## config.mk

```make
export PLATFORM = sky130hd
export DESIGN_NAME = lcd_scan_timer
export DESIGN_NICKNAME = d
export VERILOG_FILES = /design/src/rtl/lcd_scan_pkg.sv /design/src/rtl/lcd_scan_cfg.sv /design/src/rtl/lcd_dot_counter.sv /design/src/rtl/lcd_row_sequencer.sv /design/src/rtl/lcd_frame_phase.sv /design/src/rtl/lcd_scan_timer.sv
export SDC_FILE = /design/constraint.sdc
export NUM_CORES = 1
export LEC_CHECK = 0
export ABC_AREA = 1
export BUFFER_PORTS_ARGS = -buffer_cell sky130_fd_sc_hd__buf_2
export CORE_ASPECT_RATIO = 0.7
export CORE_MARGIN = 8
export CORE_UTILIZATION = 53
export DETAILED_ROUTE_END_ITERATION = 7
export PLACE_DENSITY_LB_ADDON = 0.25
export SYNTH_ARGS = -nofsm -noshare
export SYNTH_HDL_FRONTEND = slang
export SYNTH_SLANG_ARGS = --single-unit
```

## constraint.sdc

```tcl
create_clock -name clk -period 2.4 [get_ports clk]
set_clock_uncertainty 0.15 [all_clocks]
set_input_delay 0 -clock clk [delete_from_list [all_inputs] [get_ports clk]]
set_output_delay 0 -clock clk [all_outputs]
set_load 0.005 [all_outputs]
```

## src/rtl/lcd_scan_pkg.sv

```systemverilog
package lcd_scan_pkg;

   // Scan geometry selected by the two mode inputs
   typedef struct packed {
      logic four_line;
      logic tall_font;
   } scan_cfg_t;

   // Rows per frame: text lines times glyph height
   function automatic int unsigned rows_per_frame(input logic four_line,
                                                  input logic tall_font,
                                                  input int unsigned short_h,
                                                  input int unsigned tall_h);
      int unsigned lines;
      lines = four_line ? 4 : 2;
      return lines * (tall_font ? tall_h : short_h);
   endfunction

endpackage

```

## src/rtl/lcd_scan_cfg.sv

```systemverilog
module lcd_scan_cfg
   import lcd_scan_pkg::*;
(
   input  logic      clk,
   input  logic      rst_n,
   input  logic      four_line,
   input  logic      tall_font,
   input  logic      frame_end,
   output scan_cfg_t cfg
);

   logic init_q;

   // Sample the mode pins once after reset, then only when a frame wraps
   always_ff @(posedge clk) begin
      if (!rst_n) begin
         init_q <= 1'b1;
         cfg    <= '0;
      end else begin
         init_q <= 1'b0;
         if (init_q || frame_end) begin
            cfg.four_line <= four_line;
            cfg.tall_font <= tall_font;
         end
      end
   end

endmodule

```

## src/rtl/lcd_dot_counter.sv

```systemverilog
module lcd_dot_counter #(
   parameter int unsigned ROW_LEN_WIDE   = 400,
   parameter int unsigned ROW_LEN_NARROW = 200,
   parameter int unsigned DOT_W          = 9
) (
   input  logic             clk,
   input  logic             rst_n,
   input  logic             narrow,
   output logic [DOT_W-1:0] dot_q,
   output logic             row_end
);

   localparam logic [DOT_W-1:0] LAST_WIDE   = DOT_W'(ROW_LEN_WIDE - 1);
   localparam logic [DOT_W-1:0] LAST_NARROW = DOT_W'(ROW_LEN_NARROW - 1);

   logic [DOT_W-1:0] last_dot;

   assign last_dot = narrow ? LAST_NARROW : LAST_WIDE;
   assign row_end  = (dot_q == last_dot);

   always_ff @(posedge clk) begin
      if (!rst_n) begin
         dot_q <= '0;
      end else if (row_end) begin
         dot_q <= '0;
      end else begin
         dot_q <= dot_q + 1'b1;
      end
   end

endmodule

```

## src/rtl/lcd_row_sequencer.sv

```systemverilog
module lcd_row_sequencer
   import lcd_scan_pkg::*;
#(
   parameter int unsigned MAX_ROWS    = 48,
   parameter int unsigned ROW_W       = 6,
   parameter int unsigned GLYPH_SHORT = 8,
   parameter int unsigned GLYPH_TALL  = 12
) (
   input  logic                clk,
   input  logic                rst_n,
   input  scan_cfg_t           cfg,
   input  logic                row_end,
   output logic [ROW_W-1:0]    row_q,
   output logic [MAX_ROWS-1:0] com_q,
   output logic                frame_end
);

   localparam logic [ROW_W-1:0] LAST_2S = ROW_W'(rows_per_frame(1'b0, 1'b0, GLYPH_SHORT, GLYPH_TALL) - 1);
   localparam logic [ROW_W-1:0] LAST_2T = ROW_W'(rows_per_frame(1'b0, 1'b1, GLYPH_SHORT, GLYPH_TALL) - 1);
   localparam logic [ROW_W-1:0] LAST_4S = ROW_W'(rows_per_frame(1'b1, 1'b0, GLYPH_SHORT, GLYPH_TALL) - 1);
   localparam logic [ROW_W-1:0] LAST_4T = ROW_W'(rows_per_frame(1'b1, 1'b1, GLYPH_SHORT, GLYPH_TALL) - 1);

   logic [ROW_W-1:0] last_row;

   always_comb begin
      unique case ({cfg.four_line, cfg.tall_font})
         2'b00:   last_row = LAST_2S;
         2'b01:   last_row = LAST_2T;
         2'b10:   last_row = LAST_4S;
         default: last_row = LAST_4T;
      endcase
   end

   assign frame_end = row_end && (row_q == last_row);

   always_ff @(posedge clk) begin
      if (!rst_n) begin
         row_q <= '0;
      end else if (frame_end) begin
         row_q <= '0;
      end else if (row_end) begin
         row_q <= row_q + 1'b1;
      end
   end

   // One flop per common line; the token walks up and re-enters at bit 0
   for (genvar i = 0; i < MAX_ROWS; i++) begin : g_com
      if (i == 0) begin : g_first
         always_ff @(posedge clk) begin
            if (!rst_n) begin
               com_q[i] <= 1'b1;
            end else if (row_end) begin
               com_q[i] <= frame_end;
            end
         end
      end else begin : g_next
         always_ff @(posedge clk) begin
            if (!rst_n) begin
               com_q[i] <= 1'b0;
            end else if (row_end) begin
               com_q[i] <= com_q[i-1] && !frame_end;
            end
         end
      end
   end

endmodule

```

## src/rtl/lcd_frame_phase.sv

```systemverilog
module lcd_frame_phase #(
   parameter int unsigned BLINK_FRAMES = 32
) (
   input  logic clk,
   input  logic rst_n,
   input  logic frame_end,
   output logic ac_q,
   output logic blink_q
);

   localparam int unsigned BF_W = (BLINK_FRAMES > 1) ? $clog2(BLINK_FRAMES) : 1;
   localparam bit          POW2 = ((1 << BF_W) == BLINK_FRAMES);

   logic [BF_W-1:0] fcnt;
   logic            wrap;

   if (POW2) begin : g_pow2
      // Counter wraps naturally at the power-of-two boundary
      assign wrap = &fcnt;
      always_ff @(posedge clk) begin
         if (!rst_n) begin
            fcnt <= '0;
         end else if (frame_end) begin
            fcnt <= fcnt + 1'b1;
         end
      end
   end else begin : g_mod
      localparam logic [BF_W-1:0] LAST_FRAME = BF_W'(BLINK_FRAMES - 1);
      assign wrap = (fcnt == LAST_FRAME);
      always_ff @(posedge clk) begin
         if (!rst_n) begin
            fcnt <= '0;
         end else if (frame_end) begin
            fcnt <= wrap ? '0 : fcnt + 1'b1;
         end
      end
   end

   always_ff @(posedge clk) begin
      if (!rst_n) begin
         ac_q    <= 1'b0;
         blink_q <= 1'b0;
      end else if (frame_end) begin
         ac_q <= !ac_q;
         if (wrap) begin
            blink_q <= !blink_q;
         end
      end
   end

endmodule

```

## src/rtl/lcd_scan_timer.sv

```systemverilog
module lcd_scan_timer
   import lcd_scan_pkg::*;
#(
   parameter  int unsigned MAX_ROWS       = 48,
   parameter  int unsigned GLYPH_SHORT    = 8,
   parameter  int unsigned GLYPH_TALL     = 12,
   parameter  int unsigned COLS_WIDE      = 80,
   parameter  int unsigned COLS_NARROW    = 40,
   parameter  int unsigned DOTS_PER_CHAR  = 5,
   parameter  int unsigned BLINK_FRAMES   = 32,
   localparam int unsigned ROW_LEN_WIDE   = COLS_WIDE * DOTS_PER_CHAR,
   localparam int unsigned ROW_LEN_NARROW = COLS_NARROW * DOTS_PER_CHAR,
   localparam int unsigned DOT_W          = $clog2(ROW_LEN_WIDE),
   localparam int unsigned ROW_W          = $clog2(MAX_ROWS)
) (
   input  logic                clk,
   input  logic                rst_n,
   input  logic                four_line,
   input  logic                tall_font,
   output logic                seg_clk,
   output logic                row_latch,
   output logic                ac_phase,
   output logic                blink_phase,
   output logic [MAX_ROWS-1:0] com_out,
   output logic [ROW_W-1:0]    row_idx,
   output logic [DOT_W-1:0]    dot_idx
);

   // Elaboration-time parameter checks
   if (MAX_ROWS < 4 * GLYPH_TALL) begin : g_bad_rows
      $error("MAX_ROWS too small for four lines of tall glyphs");
   end
   if (GLYPH_SHORT == 0 || GLYPH_SHORT > GLYPH_TALL) begin : g_bad_glyph
      $error("glyph heights out of order");
   end
   if (ROW_LEN_NARROW < 2 || ROW_LEN_NARROW > ROW_LEN_WIDE) begin : g_bad_len
      $error("narrow row must be shorter than wide row");
   end
   if (BLINK_FRAMES < 2) begin : g_bad_blink
      $error("BLINK_FRAMES must be at least 2");
   end

   scan_cfg_t cfg;
   logic      row_end;
   logic      frame_end;
   logic      seg_q;

   lcd_scan_cfg i_cfg (
      .clk       (clk),
      .rst_n     (rst_n),
      .four_line (four_line),
      .tall_font (tall_font),
      .frame_end (frame_end),
      .cfg       (cfg)
   );

   lcd_dot_counter #(
      .ROW_LEN_WIDE   (ROW_LEN_WIDE),
      .ROW_LEN_NARROW (ROW_LEN_NARROW),
      .DOT_W          (DOT_W)
   ) i_dots (
      .clk     (clk),
      .rst_n   (rst_n),
      .narrow  (cfg.four_line),
      .dot_q   (dot_idx),
      .row_end (row_end)
   );

   lcd_row_sequencer #(
      .MAX_ROWS    (MAX_ROWS),
      .ROW_W       (ROW_W),
      .GLYPH_SHORT (GLYPH_SHORT),
      .GLYPH_TALL  (GLYPH_TALL)
   ) i_rows (
      .clk       (clk),
      .rst_n     (rst_n),
      .cfg       (cfg),
      .row_end   (row_end),
      .row_q     (row_idx),
      .com_q     (com_out),
      .frame_end (frame_end)
   );

   lcd_frame_phase #(
      .BLINK_FRAMES (BLINK_FRAMES)
   ) i_phase (
      .clk       (clk),
      .rst_n     (rst_n),
      .frame_end (frame_end),
      .ac_q      (ac_phase),
      .blink_q   (blink_phase)
   );

   // Shift strobe: quiet in reset, one strobe per dot column afterwards
   always_ff @(posedge clk) begin
      if (!rst_n) begin
         seg_q <= 1'b0;
      end else begin
         seg_q <= 1'b1;
      end
   end

   assign seg_clk   = seg_q;
   assign row_latch = row_end;

endmodule

```

==> flow_metrics.env, run 1 <==
export IMPL_worstMarginPinSlew_ns=0.470
export IMPL_avgSynthCellArea_um2=9.25
export IMPL_post_synth_num_cell_types=32
export IMPL_width_of_the_die_um=106
export IMPL_port_buffers=70
export IMPL_cell_types_occupying_the_most_area_after_synthesis="sky130_fd_sc_hd__dfxtp_1 50%, sky130_fd_sc_hd__o22ai_2 13%, sky130_fd_sc_hd__nand2_1 9.7%, sky130_fd_sc_hd__inv_1 2.9%, sky130_fd_sc_hd__nor2_1 2.6%"
export IMPL_place_gp_congestion=0.838
export IMPL_cts_path_max_buffers=2
export IMPL_dr_pass1_iters=4
export IMPL_worst_path_max_fanout=27
export IMPL_min_delay_worst_endpoint="i_cfg.cfg[0]"
export IMPL_timing_slew_headroom_pct=68.6
export IMPL_core_area_mm2=0.00558
export IMPL_critical_path_endpoint_type="primary output"
export IMPL_synth_seq_area_share_pct=49.6
export IMPL_pwr_density_cell_mw_per_mm2=701
export IMPL_timing_worst_setup_path_type="flop to primary output"
export IMPL_drtAntennaViolNets=0
export IMPL_critical_path_reg2reg_startpoint="i_dots.dot_q[0]"
export IMPL_maxClockFrequency_mhz=462
export IMPL_synth_compound_area_share_pct=20.8
export IMPL_report_final_slew_viol_count=0
export IMPL_stdcell_area_mm2=0.00367
export IMPL_synth_top_cell_by_area="sky130_fd_sc_hd__dfxtp_1"
export IMPL_reg2regPathDepth=8
export IMPL_yosys_warnings=0
export IMPL_number_of_diodes_added_for_antenna_fixing=0
export IMPL_layout_cells_most_common="sky130_fd_sc_hd__nand2_1"
export IMPL_synth_seq_cells=74
export IMPL_cts_reportedPaths_clkPinSlew_ns=0.08
export IMPL_pin_count_of_the_biggest_net_entering_global_routing=48
export IMPL_yosys_area_top_type_share_pct=49.6
export IMPL_fp_dieH_um=78.8
export IMPL_cellLeakagePower_nw=1.59
export IMPL_unrepaired_setup_endpoints_after_global_routing="false"
export IMPL_numCtsBuffers=9
export IMPL_num_nets_final=404
export IMPL_mappedNetlistNets=332
export IMPL_grt_pass1_vias=2276
export IMPL_critPathRequiredTime_ns=2.25
export IMPL_vias_per_cell=5.02
export IMPL_iteration_0_drc_markers=79
export IMPL_fin_util_pct=65.7
export IMPL_drt_total_wl_um=6430
export IMPL_final_min_period_over_clock_period_pct=90.2
export IMPL_post_synthesis_mux_area_share_pct=0
export IMPL_rows=23
export IMPL_dp_hpwl_um=4480
export IMPL_worstHoldStart="tall_font"
export IMPL_h_tree_level_count=3
export IMPL_tritoncts_clock_tree="built"
export IMPL_postSynthCellCount=323
export IMPL_synth_top_family_by_area="compound AO/OA/AOI/OAI gates"
export IMPL_post_drt_wl_per_cell_um=13.5
export IMPL_run_status="finished clean"
export IMPL_cap_viol_max_count=0
export IMPL_initial_antenna_violation_count=0
export IMPL_crit_arrival_ns=2.01
export IMPL_final_layout_setup_total_negative_slack_ns=0
export IMPL_setup_viol_count_final=0
export IMPL_synth_xor_xnor_area_share_pct=1.17
export IMPL_detailed_route_via_count=2384
export IMPL_area_growth_syn_to_layout_pct=22.7
export IMPL_startpoint_type="flop"
export IMPL_drive_above_1_share_pct=35.3
export IMPL_synth_simple_gate_area_share_pct=19.1
export IMPL_global_route_overflow=0
export IMPL_num_io_pins=71
export IMPL_postCtsSetupBuffers=0
export IMPL_holdCritPathClass="input pin to flop"
export IMPL_worst_hold_path_num_cells=4
export IMPL_dpl_instance_area_mm2=0.00337
export IMPL_most_common_layout_cells="77 x sky130_fd_sc_hd__nand2_1, 74 x sky130_fd_sc_hd__dfxtp_1, 70 x sky130_fd_sc_hd__buf_2, 30 x sky130_fd_sc_hd__o22ai_2, 23 x sky130_fd_sc_hd__inv_1"
export IMPL_rr_endpoint="i_rows.com_q[10]"
export IMPL_track_usage_pct=15.6
export IMPL_clock_tree_sinks=74
export IMPL_effective_utilization_at_floorplan_pct=53.5
export IMPL_rrSetupSlack_ns=0.37
export IMPL_die_ar_mm2=0.00833
export IMPL_synth_adder_area_share_pct=2.09
export IMPL_period_minus_slack_ns=2.16
export IMPL_clock_insertion_delay_worst_skew_ns=0.35
export IMPL_drc=0
export IMPL_power_ir_vdd_worst_mv=0.399
export IMPL_mappedNetlistArea_mm2=0.00299
export IMPL_wire_length_of_the_first_global_routing_pass_um=10600
export IMPL_finalHoldViolCount=0
export IMPL_clockRootBuffer="sky130_fd_sc_hd__clkbuf_8"
==> worst max-delay path by stage <==
stage | start | end | slack [ns] | cells past startpoint
floorplan | i_cfg.cfg[1] | i_phase.fcnt[3] | 0.70 | 12
detailed placement | i_dots.dot_q[0] | i_rows.com_q[10] | 0.39 | 8
global route | i_dots.dot_q[0] | row_latch | 0.08 | 7
CTS | i_dots.dot_q[0] | row_latch | 0.21 | 7
finish | i_dots.dot_q[0] | row_latch | 0.24 | 7
global placement | i_dots.dot_q[0] | i_rows.com_q[1] | 0.42 | 8
==> state kept, by name, summed over array words and instances, names as in the netlist <==
| register | cells |
|---|---|
| i_cfg.init_q | 1 |
| i_phase.blink_q | 1 |
| i_dots.dot_q | 9 |
| i_phase.fcnt | 5 |
| i_rows.row_q | 6 |
| i_rows.com_q | 48 |
| i_phase.ac_q | 1 |
| i_cfg.cfg | 2 |
| seg_clk | 1 |
==> layout make-up <==
type,instances,area [µm²]
sequential,74,1480
tap,75,93.8
fill,489,1920
multi-input combinational,204,1290
clock inverter,5,125
timing repair buffer,78,430
inverter,28,108
clock buffer,11,141
==> worst max-delay path, stage by stage (launching register included) <==
cell and delay [ns]:
sky130_fd_sc_hd__dfxtp_1 0.38, sky130_fd_sc_hd__ha_1 0.18, sky130_fd_sc_hd__nand2_1 0.10, sky130_fd_sc_hd__nor2_4 0.14, sky130_fd_sc_hd__nand3_4 0.14, sky130_fd_sc_hd__inv_4 0.30
sky130_fd_sc_hd__buf_4 0.28, sky130_fd_sc_hd__buf_2 0.15
==> cell families after synthesis <==
group	count (synthesis)
buf+inv	45
fa+ha+maj	5
compound gates	67
xor+xnor	4
simple gates	128
flops	74
==> synthesized netlist by cell type <==
cell,number
sky130_fd_sc_hd__nand2_1,77
sky130_fd_sc_hd__dfxtp_1,74
sky130_fd_sc_hd__o22ai_2,30
sky130_fd_sc_hd__inv_1,23
sky130_fd_sc_hd__nor2_1,21
sky130_fd_sc_hd__o22ai_1,12
sky130_fd_sc_hd__a21oi_1,11
sky130_fd_sc_hd__buf_2,8
sky130_fd_sc_hd__nand3_1,7
sky130_fd_sc_hd__nor3_1,6
sky130_fd_sc_hd__o21ai_0,6
sky130_fd_sc_hd__buf_6,5
sky130_fd_sc_hd__ha_1,5
sky130_fd_sc_hd__o31ai_2,5
sky130_fd_sc_hd__clkbuf_1,4
sky130_fd_sc_hd__inv_2,4
sky130_fd_sc_hd__and3_1,2
sky130_fd_sc_hd__nand2_2,2
sky130_fd_sc_hd__nand4_1,2
sky130_fd_sc_hd__nor2_2,2
sky130_fd_sc_hd__nor2_4,2
sky130_fd_sc_hd__o21bai_1,2
sky130_fd_sc_hd__or2_2,2
sky130_fd_sc_hd__xnor2_1,2
sky130_fd_sc_hd__xor2_1,2
sky130_fd_sc_hd__inv_4,1
sky130_fd_sc_hd__nand3_2,1
sky130_fd_sc_hd__nand3_4,1
sky130_fd_sc_hd__nor3_2,1
sky130_fd_sc_hd__nor3b_1,1
sky130_fd_sc_hd__nor4_1,1
sky130_fd_sc_hd__o21a_1,1
==> power breakdown <==
group / total [mW] / internal (mW) / switching [mW]
clock: 1.27 / 0.823 / 0.445
sequential: 1.24 / 1.24 / 0.00620
combinational: 0.0614 / 0.0208 / 0.0406
total: 2.57 / 2.08 / 0.492
==> per-layer routing <==
| metal | track usage (%) | vias up | part of all wire, % |
|---|---|---|---|
| li1 | - | 1234 | - |
| met1 | 19.0 | 1084 | 47 |
| met2 | 24.3 | 62 | 45 |
| met3 | 6.47 | 4 | 7.3 |
| met4 | 5.45 | 0 | 0.58 |
| met5 | 0 | - | 0 |
==> repair_timing <==
action | in CTS | in global routing
gates resized for setup | 0 | 0
endpoints found under the hold margin | 9 | 0
hold buffers | 3 | 0
==> stage by stage <==
stage | setup slack, ns | instances | hold WS, ns | power (mW)
final | 0.236 | 475 | 0.292 | 2.57
after global routing | 0.0792 | 475 | 0.324 | 2.67
after CTS | 0.207 | 475 | 0.278 | 2.59
after detailed placement | 0.395 | 456 | 0.107 | 1.33
after global placement | 0.425 | 456 | 0.106 | 1.33
after floorplan | 0.700 | 323 | -0.122 | 1.31
(Power assumes the default switching activity.)
==> run 2, diff against run 1 <==
--- a/config.mk
+++ b/config.mk
@@ -6,7 +6,7 @@
 export NUM_CORES = 1
 export LEC_CHECK = 0
 export ABC_AREA = 1
-export BUFFER_PORTS_ARGS = -buffer_cell sky130_fd_sc_hd__buf_2
+export BUFFER_PORTS_ARGS = -buffer_cell sky130_fd_sc_hd__buf_4
 export CORE_ASPECT_RATIO = 0.7
 export CORE_MARGIN = 8
 export CORE_UTILIZATION = 53
==> flow_metrics.env, run 2 (synthesis gave the netlist of run 1 again) <==
export IMPL_run_status="finished clean"
export IMPL_fin_util_pct=68.3
export IMPL_drive_above_1_share_pct=35.5
export IMPL_wire_length_of_the_first_global_routing_pass_um=10900
export IMPL_rrSetupSlack_ns=0.41
export IMPL_width_of_the_die_um=106
export IMPL_core_area_mm2=0.00558
export IMPL_fin_hold_ws_ns=0.315
export IMPL_h_tree_level_count=3
export IMPL_clock_tree_sinks=74
export IMPL_pwr_density_cell_mw_per_mm2=624
export IMPL_worst_path_max_fanout=23
export IMPL_tritoncts_clock_tree="built"
export IMPL_fp_dieH_um=78.8
export IMPL_post_drt_wl_per_cell_um=14.1
export IMPL_critical_path_endpoint_type="primary output"
export IMPL_cpMaxStageDelayCell="sky130_fd_sc_hd__dfxtp_1"
export IMPL_startpoint_type="flop"
export IMPL_final_layout_setup_total_negative_slack_ns=0
export IMPL_largest_reg_flops=48
export IMPL_power_ir_vdd_worst_mv=0.398
export IMPL_die_ar_mm2=0.00833
export IMPL_preCtsSetupSlack_ns=0.418
export IMPL_holdCritPathClass="input pin to flop"
export IMPL_initial_antenna_violation_count=0
export IMPL_global_route_overflow=0
export IMPL_cellLeakagePower_nw=1.57
export IMPL_setup_viol_count_final=0
export IMPL_worstMarginPinSlew_ns=0.305
export IMPL_timing_final_ws_setup_ns=0.318
export IMPL_reg_top3="i_rows.com_q (48), i_dots.dot_q (9), i_rows.row_q (6)"
export IMPL_critical_path_reg2reg_startpoint="i_cfg.cfg[1]"
export IMPL_dpl_instance_area_mm2=0.00356
export IMPL_final_min_period_over_clock_period_pct=86.8
export IMPL_nFillCells=433
export IMPL_cts_path_max_buffers=2
export IMPL_report_final_slew_viol_count=0
export IMPL_cp_slowest_stage_delay_ns=0.38
export IMPL_number_of_diodes_added_for_antenna_fixing=0
export IMPL_largest_register_by_flop_count="i_rows.com_q"
export IMPL_critical_path_n_buffers_inverters=3
export IMPL_maxClockFrequency_mhz=480
export IMPL_dr_pass1_iters=4
export IMPL_timing_worst_setup_path_type="flop to primary output"
export IMPL_port_buffers=70
export IMPL_cts_resized=0
export IMPL_area_growth_syn_to_layout_pct=27.7
export IMPL_instances_no_fill=475
export IMPL_numCtsBuffers=9
export IMPL_iteration_0_drc_markers=83
export IMPL_cts_reportedPaths_clkPinSlew_ns=0.07
export IMPL_timing_slew_headroom_pct=79.5
export IMPL_clockRootBuffer="sky130_fd_sc_hd__clkbuf_8"
export IMPL_ctsHoldBuffers=3
export IMPL_pin_count_of_the_biggest_net_entering_global_routing=48
export IMPL_vias_per_cell=5.06
export IMPL_cp_top_family="buffers and inverters"
export IMPL_crit_startpoint="i_dots.dot_q[0]"
export IMPL_track_usage_pct=16.0
export IMPL_cap_viol_max_count=0
export IMPL_drtAntennaViolNets=0
export IMPL_num_nets_final=404
export IMPL_stdcell_area_mm2=0.00381
export IMPL_clock_insertion_delay_worst_skew_ns=0.34
export IMPL_num_io_pins=71
export IMPL_rows=23
export IMPL_place_gp_congestion=0.803
export IMPL_total_power_mw=2.38
export IMPL_layout_cells_most_common="sky130_fd_sc_hd__nand2_1"
export IMPL_crit_chain="ha_1 > nand2_1 > nor2_4 > nand3_4 > inv_4 > buf_12 > buf_4"
export IMPL_detailed_route_via_count=2402
export IMPL_critPathRequiredTime_ns=2.25
export IMPL_postCtsSetupBuffers=0
export IMPL_grt_pass1_vias=2269
export IMPL_most_common_layout_cells="77 x sky130_fd_sc_hd__nand2_1, 74 x sky130_fd_sc_hd__dfxtp_1, 73 x sky130_fd_sc_hd__buf_4, 30 x sky130_fd_sc_hd__o22ai_2, 23 x sky130_fd_sc_hd__inv_1"
export IMPL_drc=0
export IMPL_finalHoldViolCount=0
export IMPL_dp_hpwl_um=4650
export IMPL_crit_arrival_ns=1.93
export IMPL_worstHoldStart="tall_font"
export IMPL_dpl_cell_count=456
export IMPL_unrepaired_setup_endpoints_after_global_routing="false"
export IMPL_effective_utilization_at_floorplan_pct=53.5
export IMPL_drt_total_wl_um=6680
export IMPL_period_minus_slack_ns=2.08
## run 2: worst min-delay path: stages
cell	delay (ns)
sky130_fd_sc_hd__dlygate4sd3_1	0.53
sky130_fd_sc_hd__buf_4	0.10
sky130_fd_sc_hd__o21ai_0	0.07
sky130_fd_sc_hd__nor2_1	0.08
## run 2: final timing paths
path,end,cells after the start
worst max-delay path,row_latch,7
worst min-delay path,i_cfg.cfg[0],4
worst max register to register,i_cfg.cfg[1],11
worst min register to register,i_dots.dot_q[0],1
## run 2: final cells by class
type	instances	area [µm²]	share of cell area, %
timing repair buffer	78	618	16.2
sequential	74	1480	38.8
clock buffer	10	138	3.61
clock inverter	6	88.8	2.33
multi-input combinational	204	1290	33.7
inverter	28	108	2.82
tap	75	93.8	2.46
## run 2: power breakdown
group / switching (mW) / leakage (nW) / internal [mW] / total (mW)
registers: 0.00639 / 0.598 / 1.23 / 1.24
clock network: 0.457 / 0.109 / 0.615 / 1.07
logic: 0.0416 / 0.861 / 0.0258 / 0.0674
## run 2: per-layer routing
layer  vias up  track usage [%]  part of all wire [%]
met1      1102             19.0                    46
met2        59             26.1                    47
li1       1234                -                     -
met3         7             7.11                   7.2
met4         0             3.78                  0.63
met5         -                0                     0
